[src/rtl/dir_pkg.sv]
package dir_pkg;

  typedef enum logic [1:0] {
    ST_UNC = 2'd0,
    ST_SHR = 2'd1,
    ST_DIR = 2'd2
  } dstate_e;

  typedef enum logic [2:0] {
    RQ_RD  = 3'd0,
    RQ_RDX = 3'd1,
    RQ_WB  = 3'd2,
    RQ_SWB = 3'd3,
    RQ_DXF = 3'd4
  } rkind_e;

  typedef enum logic [2:0] {
    MG_DSH = 3'd0,
    MG_DEX = 3'd1,
    MG_FRD = 3'd2,
    MG_FRX = 3'd3,
    MG_INV = 3'd4,
    MG_ACK = 3'd5
  } mkind_e;

  typedef enum logic [1:0] {
    C_IDLE = 2'd0,
    C_SEND = 2'd1,
    C_SCAN = 2'd2
  } cstate_e;

endpackage

[src/rtl/dir_entry_store.sv]
module dir_entry_store
  import dir_pkg::*;
#(
  parameter int NCLUST = 8,
  parameter int NENT   = 16,
  localparam int AW    = (NENT > 1) ? $clog2(NENT) : 1
) (
  input  logic              clk,
  input  logic              rst_n,
  input  logic [AW-1:0]     rd_addr,
  output dstate_e           rd_state,
  output logic [NCLUST-1:0] rd_vec,
  input  logic              wr_en,
  input  logic [AW-1:0]     wr_addr,
  input  dstate_e           wr_state,
  input  logic [NCLUST-1:0] wr_vec
);

  logic [NENT-1:0][1:0]        st_all;
  logic [NENT-1:0][NCLUST-1:0] vec_all;

  for (genvar g = 0; g < NENT; g++) begin : g_ent
    logic              hit;
    dstate_e           st_q;
    logic [NCLUST-1:0] vec_q;

    assign hit = wr_en && (wr_addr == AW'(g));

    always_ff @(posedge clk or negedge rst_n) begin
      if (!rst_n) begin
        st_q  <= ST_UNC;
        vec_q <= '0;
      end else if (hit) begin
        st_q  <= wr_state;
        vec_q <= wr_vec;
      end
    end

    assign st_all[g]  = st_q;
    assign vec_all[g] = vec_q;
  end

  assign rd_state = dstate_e'(st_all[rd_addr]);
  assign rd_vec   = vec_all[rd_addr];

endmodule

[src/rtl/dir_policy.sv]
module dir_policy
  import dir_pkg::*;
#(
  parameter int NCLUST = 8,
  parameter int HOME   = 0,
  localparam int CW    = (NCLUST > 1) ? $clog2(NCLUST) : 1,
  localparam int CNTW  = $clog2(NCLUST + 1)
) (
  input  logic [2:0]        req_type,
  input  logic [CW-1:0]     src,
  input  logic [CW-1:0]     aux,
  input  dstate_e           cur_state,
  input  logic [NCLUST-1:0] cur_vec,
  output logic              upd,
  output dstate_e           nx_state,
  output logic [NCLUST-1:0] nx_vec,
  output logic              has_msg,
  output mkind_e            m_type,
  output logic [CW-1:0]     m_dst,
  output logic [CW-1:0]     m_aux,
  output logic [CNTW-1:0]   m_cnt,
  output logic [NCLUST-1:0] inv_mask
);

  localparam logic [CW-1:0]     HOME_ID = CW'(HOME);
  localparam logic [NCLUST-1:0] ONE     = NCLUST'(1);

  function automatic logic [CNTW-1:0] count_ones(input logic [NCLUST-1:0] v);
    logic [CNTW-1:0] n;
    n = '0;
    for (int i = 0; i < NCLUST; i++) n = n + CNTW'(v[i]);
    return n;
  endfunction

  function automatic logic [CW-1:0] low_idx(input logic [NCLUST-1:0] v);
    logic [CW-1:0] r;
    r = '0;
    for (int i = NCLUST - 1; i >= 0; i--) if (v[i]) r = CW'(i);
    return r;
  endfunction

  logic              src_home, aux_home, owner_ok;
  logic [NCLUST-1:0] src_bit, aux_bit, sharers;
  logic [CW-1:0]     owner;

  assign src_home = (src == HOME_ID);
  assign aux_home = (aux == HOME_ID);
  assign src_bit  = ONE << src;
  assign aux_bit  = ONE << aux;
  assign owner    = low_idx(cur_vec);
  assign owner_ok = (cur_state == ST_DIR) && cur_vec[src];
  assign sharers  = cur_vec & ~src_bit;

  always_comb begin
    upd      = 1'b0;
    nx_state = cur_state;
    nx_vec   = cur_vec;
    has_msg  = 1'b0;
    m_type   = MG_DSH;
    m_dst    = src;
    m_aux    = src;
    m_cnt    = '0;
    inv_mask = '0;
    case (rkind_e'(req_type))
      RQ_RD: begin
        has_msg = 1'b1;
        if (cur_state == ST_DIR) begin
          m_type = MG_FRD;
          m_dst  = owner;
        end else if (!src_home) begin
          upd      = 1'b1;
          nx_state = ST_SHR;
          nx_vec   = cur_vec | src_bit;
        end
      end
      RQ_RDX: begin
        has_msg = 1'b1;
        m_type  = MG_DEX;
        if (cur_state == ST_DIR) begin
          m_type = MG_FRX;
          m_dst  = owner;
        end else begin
          if (cur_state == ST_SHR) begin
            inv_mask = sharers;
            m_cnt    = count_ones(sharers);
          end
          upd      = 1'b1;
          nx_state = src_home ? ST_UNC : ST_DIR;
          nx_vec   = src_home ? '0 : src_bit;
        end
      end
      RQ_WB: begin
        if (owner_ok) begin
          upd      = 1'b1;
          nx_state = ST_UNC;
          nx_vec   = '0;
        end
      end
      RQ_SWB: begin
        if (owner_ok) begin
          upd      = 1'b1;
          nx_state = ST_SHR;
          nx_vec   = cur_vec | (aux_home ? '0 : aux_bit);
        end
      end
      RQ_DXF: begin
        if (owner_ok) begin
          upd      = 1'b1;
          has_msg  = 1'b1;
          m_type   = MG_ACK;
          m_dst    = aux;
          nx_state = aux_home ? ST_UNC : ST_DIR;
          nx_vec   = aux_home ? '0 : aux_bit;
        end
      end
      default: begin
        upd = 1'b0;
      end
    endcase
  end

endmodule

[src/rtl/dir_inv_scan.sv]
module dir_inv_scan #(
  parameter int NCLUST = 8,
  localparam int CW    = (NCLUST > 1) ? $clog2(NCLUST) : 1
) (
  input  logic              clk,
  input  logic              rst_n,
  input  logic              load,
  input  logic [NCLUST-1:0] load_mask,
  input  logic              take,
  output logic              pending,
  output logic              more,
  output logic [CW-1:0]     lo_idx
);

  logic [NCLUST-1:0] mask_q, mask_d, lowbit, rest;
  logic              mask_en;

  assign lowbit  = mask_q & (~mask_q + NCLUST'(1));
  assign rest    = mask_q & ~lowbit;
  assign pending = |mask_q;
  assign more    = |rest;
  assign mask_en = load | take;

  always_comb begin
    mask_d = mask_q;
    if (load)      mask_d = load_mask;
    else if (take) mask_d = rest;
  end

  always_ff @(posedge clk or negedge rst_n) begin
    if (!rst_n)       mask_q <= '0;
    else if (mask_en) mask_q <= mask_d;
  end

  for (genvar b = 0; b < CW; b++) begin : g_enc
    logic [NCLUST-1:0] sel;
    for (genvar i = 0; i < NCLUST; i++) begin : g_sel
      assign sel[i] = ((i >> b) & 1) == 1;
    end
    assign lo_idx[b] = |(lowbit & sel);
  end

endmodule

[src/rtl/dir_ctrl.sv]
module dir_ctrl
  import dir_pkg::*;
#(
  parameter int NCLUST = 8,
  parameter int NENT   = 16,
  parameter int HOME   = 0,
  localparam int CW    = (NCLUST > 1) ? $clog2(NCLUST) : 1,
  localparam int AW    = (NENT > 1) ? $clog2(NENT) : 1,
  localparam int CNTW  = $clog2(NCLUST + 1)
) (
  input  logic            clk,
  input  logic            rst_n,
  input  logic            req_valid,
  output logic            req_ready,
  input  logic [2:0]      req_type,
  input  logic [CW-1:0]   req_src,
  input  logic [CW-1:0]   req_aux,
  input  logic [AW-1:0]   req_addr,
  output logic            msg_valid,
  input  logic            msg_ready,
  output logic [2:0]      msg_type,
  output logic [CW-1:0]   msg_dst,
  output logic [CW-1:0]   msg_aux,
  output logic [AW-1:0]   msg_addr,
  output logic [CNTW-1:0] msg_cnt
);

  logic rst_meta, rst_n_s;

  always_ff @(posedge clk or negedge rst_n) begin
    if (!rst_n) begin
      rst_meta <= 1'b0;
      rst_n_s  <= 1'b0;
    end else begin
      rst_meta <= 1'b1;
      rst_n_s  <= rst_meta;
    end
  end

  cstate_e           st_q, st_d;
  dstate_e           e_state, p_state;
  logic [NCLUST-1:0] e_vec, p_vec, p_inv;
  logic              p_upd, p_has;
  mkind_e            p_type;
  logic [CW-1:0]     p_dst, p_aux;
  logic [CNTW-1:0]   p_cnt;
  logic              accept, in_send, in_scan, take;
  logic              scan_pend, scan_more;
  logic [CW-1:0]     scan_idx;

  logic [2:0]        mtype_q;
  logic [CW-1:0]     mdst_q, maux_q;
  logic [AW-1:0]     maddr_q;
  logic [CNTW-1:0]   mcnt_q;

  assign req_ready = (st_q == C_IDLE);
  assign accept    = req_valid && req_ready;
  assign in_send   = (st_q == C_SEND);
  assign in_scan   = (st_q == C_SCAN);
  assign take      = in_scan && msg_ready;

  dir_entry_store #(.NCLUST(NCLUST), .NENT(NENT)) u_store (
    .clk      (clk),
    .rst_n    (rst_n_s),
    .rd_addr  (req_addr),
    .rd_state (e_state),
    .rd_vec   (e_vec),
    .wr_en    (accept && p_upd),
    .wr_addr  (req_addr),
    .wr_state (p_state),
    .wr_vec   (p_vec)
  );

  dir_policy #(.NCLUST(NCLUST), .HOME(HOME)) u_policy (
    .req_type  (req_type),
    .src       (req_src),
    .aux       (req_aux),
    .cur_state (e_state),
    .cur_vec   (e_vec),
    .upd       (p_upd),
    .nx_state  (p_state),
    .nx_vec    (p_vec),
    .has_msg   (p_has),
    .m_type    (p_type),
    .m_dst     (p_dst),
    .m_aux     (p_aux),
    .m_cnt     (p_cnt),
    .inv_mask  (p_inv)
  );

  dir_inv_scan #(.NCLUST(NCLUST)) u_scan (
    .clk       (clk),
    .rst_n     (rst_n_s),
    .load      (accept),
    .load_mask (p_inv),
    .take      (take),
    .pending   (scan_pend),
    .more      (scan_more),
    .lo_idx    (scan_idx)
  );

  always_comb begin
    st_d = st_q;
    case (st_q)
      C_IDLE: if (accept && p_has) st_d = C_SEND;
      C_SEND: if (msg_ready) st_d = scan_pend ? C_SCAN : C_IDLE;
      C_SCAN: if (msg_ready && !scan_more) st_d = C_IDLE;
      default: st_d = C_IDLE;
    endcase
  end

  always_ff @(posedge clk or negedge rst_n_s) begin
    if (!rst_n_s) st_q <= C_IDLE;
    else          st_q <= st_d;
  end

  always_ff @(posedge clk or negedge rst_n_s) begin
    if (!rst_n_s) begin
      mtype_q <= '0;
      mdst_q  <= '0;
      maux_q  <= '0;
      maddr_q <= '0;
      mcnt_q  <= '0;
    end else if (accept) begin
      mtype_q <= p_type;
      mdst_q  <= p_dst;
      maux_q  <= p_aux;
      maddr_q <= req_addr;
      mcnt_q  <= p_cnt;
    end
  end

  assign msg_valid = in_send | in_scan;
  assign msg_type  = in_scan ? MG_INV : mtype_q;
  assign msg_dst   = in_scan ? scan_idx : mdst_q;
  assign msg_cnt   = in_scan ? '0 : mcnt_q;
  assign msg_aux   = maux_q;
  assign msg_addr  = maddr_q;

endmodule

[config.mk]
export PLATFORM = sky130hd
export DESIGN_NAME = dir_ctrl
export DESIGN_NICKNAME = d
export VERILOG_FILES = /design/src/rtl/dir_pkg.sv /design/src/rtl/dir_entry_store.sv /design/src/rtl/dir_policy.sv /design/src/rtl/dir_inv_scan.sv /design/src/rtl/dir_ctrl.sv
export SDC_FILE = /design/constraint.sdc
export NUM_CORES = 1
export LEC_CHECK = 0
export BUFFER_PORTS_ARGS = -buffer_cell sky130_fd_sc_hd__buf_4
export CAP_MARGIN = 20
export CORE_ASPECT_RATIO = 1.5
export CORE_MARGIN = 4
export CORE_UTILIZATION = 30
export CTS_CLUSTER_DIAMETER = 80
export CTS_CLUSTER_SIZE = 40
export DETAILED_ROUTE_END_ITERATION = 7
export HOLD_SLACK_MARGIN = 0.02
export PLACE_DENSITY_LB_ADDON = 0.25
export SYNTH_ARGS = -nofsm -noshare
export SYNTH_HDL_FRONTEND = slang
export SYNTH_SLANG_ARGS = --single-unit
[constraint.sdc]
create_clock -name clk -period 6.3 [get_ports clk]
set_input_delay 0.315 -clock clk [delete_from_list [all_inputs] [get_ports clk]]
set_output_delay 0.315 -clock clk [all_outputs]
set_load 0.01 [all_outputs]
==> impl_metrics.ini <==
[run_status]
outcome = finished clean

[clock_network]
cts_inserted_buffers = 17
cts_tree = done
worstSkewPairLatency_ns = 0.45
cts-root-buf = clkbuf_16
path_clk_slew_ns = 0.07
cts_max_level = 4
cts_resized = 0
clock_path_buffers = 2
clock-sinks = 189

[routing]
vias = 6874
finalWirelength_um = 28650
post_drt_wl_per_cell_um = 22.89
ant_nets = 0
via_per_inst = 5.490
drtIter0Drc = 438
first_pass_iters = 5
route.detailed.drc = 0

[yosys]
synth_edf_count = 0
synthFlopType = dfrtp_1
postSynthCellCount = 804
avgSynthCellArea_um2 = 12.76
ys_seq_area_frac = 0.4609
netlist_area_mm2 = 0.01026
synthArstFlopShare = 1.000
syn-num-nets = 831
synth_seq_cells = 189
synthDistinctLibCells = 74
yosysWarnings = 0

[global_route]
grt_pass1_vias = 7097
track_usage = 0.1559
grt-ovfl-total = 0
grt_max_degree = 188
grt_pass1_wl_um = 44510
antenna_found_initial = 0

[placed_design]
hpwl_um = 19540
place_congestion = 0.8774
portBuffers = 35
dp_slack_ns = 1.115
postPlaceCellArea_mm2 = 0.01088
dp_cells = 1218

[timing]
setup_tns_ns = 0
finalHoldViolations = 0
finalWorstSetupSlack_ns = 1.634
max_slew_margin = 0.2921
final.period_utilization = 0.7407
tightest_slew_ns = 1.062
maxSlewViolCount = 0
clock_skew_ns = 0.01133
hold_ws_ns = 0.1763
timing.fmax_ghz = 0.2143
fin_crit_ns = 4.666
rsz0062_at_grt = false
setup_viol = 0

[power]
p_leak_nw = 5.143
peakVddDrop_uv = 146.0
power_density_mw_per_mm2 = 282.6
p_total_mw = 3.255

[worst_setup_path]
ff2ff_setup_slack_ns = 1.98
crit_type = in2reg
reg2reg_from = u_store.g_ent[3].vec_q[1]
end_kind = register
cp_data_arrival_time_ns = 4.98
crit_required_ns = 6.61
worstRegToRegCells = 15
worstSetupStartpoint = req_addr[0]
r2r-end = mcnt_q[1]
start_kind = primary input
path_max_fanout = 47

[floorplan]
die_h_um = 234.5
chipWidth_um = 159.0
coreArea_mm2 = 0.03355
start_util = 0.3058
rows = 82
ios = 36
die_area_mm2 = 0.03729

[finish]
fin_util = 0.3434
diodes = 0
area_growth_pct = 12.27
nets = 846
drive_above_1_share = 0.3113
fin_cells = 1252
final_cell_area_mm2 = 0.01152

[hold_path]
hold_path_class = in2async

[job]
drv_cap = 0
## layout by cell type (no fill, tap or decap), types with 11 or more instances in the layout
master and n:
mux2_4 42, nand2_1 39, nand3_1 11, buf_4 46, clkbuf_16 17, inv_1 19
a2bb2oi_1 64, a21oi_1 30, mux2_2 64, nor3_1 11, dfrtp_1 188, mux4_2 34
nor3_4 12, nor2b_1 15, o21ai_0 35, mux2i_1 17, nor2_1 37
## Yosys cell counts (all sizes together) (3+ instances only)
master / count / area [µm²]
dfrtp: 189 / 4730
mux2: 109 / 1385
a2bb2oi: 64 / 560.5
nand2: 39 / 146.4
nor2: 38 / 150.1
mux4: 37 / 844.6
o21ai: 36 / 183.9
a21oi: 31 / 155.2
buf: 30 / 220.2
nor3: 24 / 255.3
clkbuf: 23 / 87.58
inv: 19 / 71.32
mux2i: 17 / 170.2
nor2b: 16 / 107.6
nor4: 13 / 237.7
nand3: 11 / 55.05
nand2b: 8 / 50.05
and2: 7 / 43.79
o31ai: 7 / 52.55
ha: 6 / 75.07
o211ai: 6 / 45.04
a22oi: 5 / 37.54
nand4: 5 / 31.28
o31a: 5 / 43.79
fa: 4 / 80.08
o311ai: 4 / 35.04
or2: 4 / 25.03
or3: 4 / 25.02
a31oi: 3 / 18.77
and3: 3 / 18.77
nor3b: 3 / 22.52
o22ai: 3 / 18.77
## registers in the layout (all words and copies together) (netlist names)
name	cells
u_store.g_ent.vec_q	128
u_store.g_ent.st_q	32
u_scan.mask_q	8
mcnt_q	4
msg_addr	4
mdst_q	3
msg_aux	3
mtype_q	3
st_q	2
rst_meta	1
rst_n_s	1
## what timing repair did
item                       4_1_cts  5_1_grt
hold endpoints to repair         2        0
buffers inserted                 0        0
setup endpoints to repair        0        0
hold buffers                     1        0
## routing by layer
metal | part of all wire | global-route usage | up-vias | wire, µm
met1 | 0.40 | 0.1812 | 3601 | 11470
li1 | - | - | 3076 | -
met4 | 0.038 | 0.07110 | 0 | 1087
met5 | 0 | 0 | - | 0
met2 | 0.53 | 0.2836 | 151 | 15270
met3 | 0.029 | 0.02470 | 46 | 823
## cells by family (layout without fill, tap and decap cells)
group,Yosys count,after routing,share of synthesized area
other,1,1,0.0003655
DFF,189,189,0.4609
AOI/OAI and AO/OA,185,185,0.1316
adders and majority gates,12,12,0.01707
xor gates and xnor gates,1,1,0.0008537
and+or+nand+nor,180,180,0.1180
muxes,163,163,0.2339
buffers and inverters,73,101,0.03731
## worst max-delay path by stage
| stage | endpoint | slack (ns) | depth (start not counted) |
|---|---|---|---|
| 2_1_floorplan | mcnt_q[0] | 0.64 | 0 |
| 3_3_place_gp | mcnt_q[1] | 1.19 | 16 |
| 3_5_place_dp | mcnt_q[1] | 1.12 | 16 |
| 4_1_cts | mcnt_q[1] | 1.61 | 16 |
| 5_1_grt | mcnt_q[1] | 1.33 | 16 |
| 6_report | mcnt_q[1] | 1.63 | 16 |
## power breakdown
group	switching, mW	internal (mW)	leakage (nW)
clock network	0.506	0.632	0.301
logic	0.365	0.308	2.26
registers	0.0807	1.36	2.58
total	0.952	2.30	5.14
## cell type report
class,instances,area [µm²]
repair buffers,49,390.4
clock buffers,17,425.4
well taps,420,525.5
fillers,3309,22030
clock inverters,15,187.7
flip-flops and latches,189,4733
multi-input cells,542,5182
inverters,20,75.07
## critical path: stages
cell and delay (ns):
buf_4 0.65, mux4_1 0.65, mux2_2 0.29, nor2_1 0.22, nor2_1 0.12, o21ai_0 0.14
inv_1 0.08, ha_1 0.30, fa_1 0.53, inv_1 0.05, fa_1 0.50, fa_1 0.45
inv_1 0.08, fa_1 0.40, inv_1 0.06, o21ai_0 0.07
Note: power is estimated with default switching activity, not from simulation.
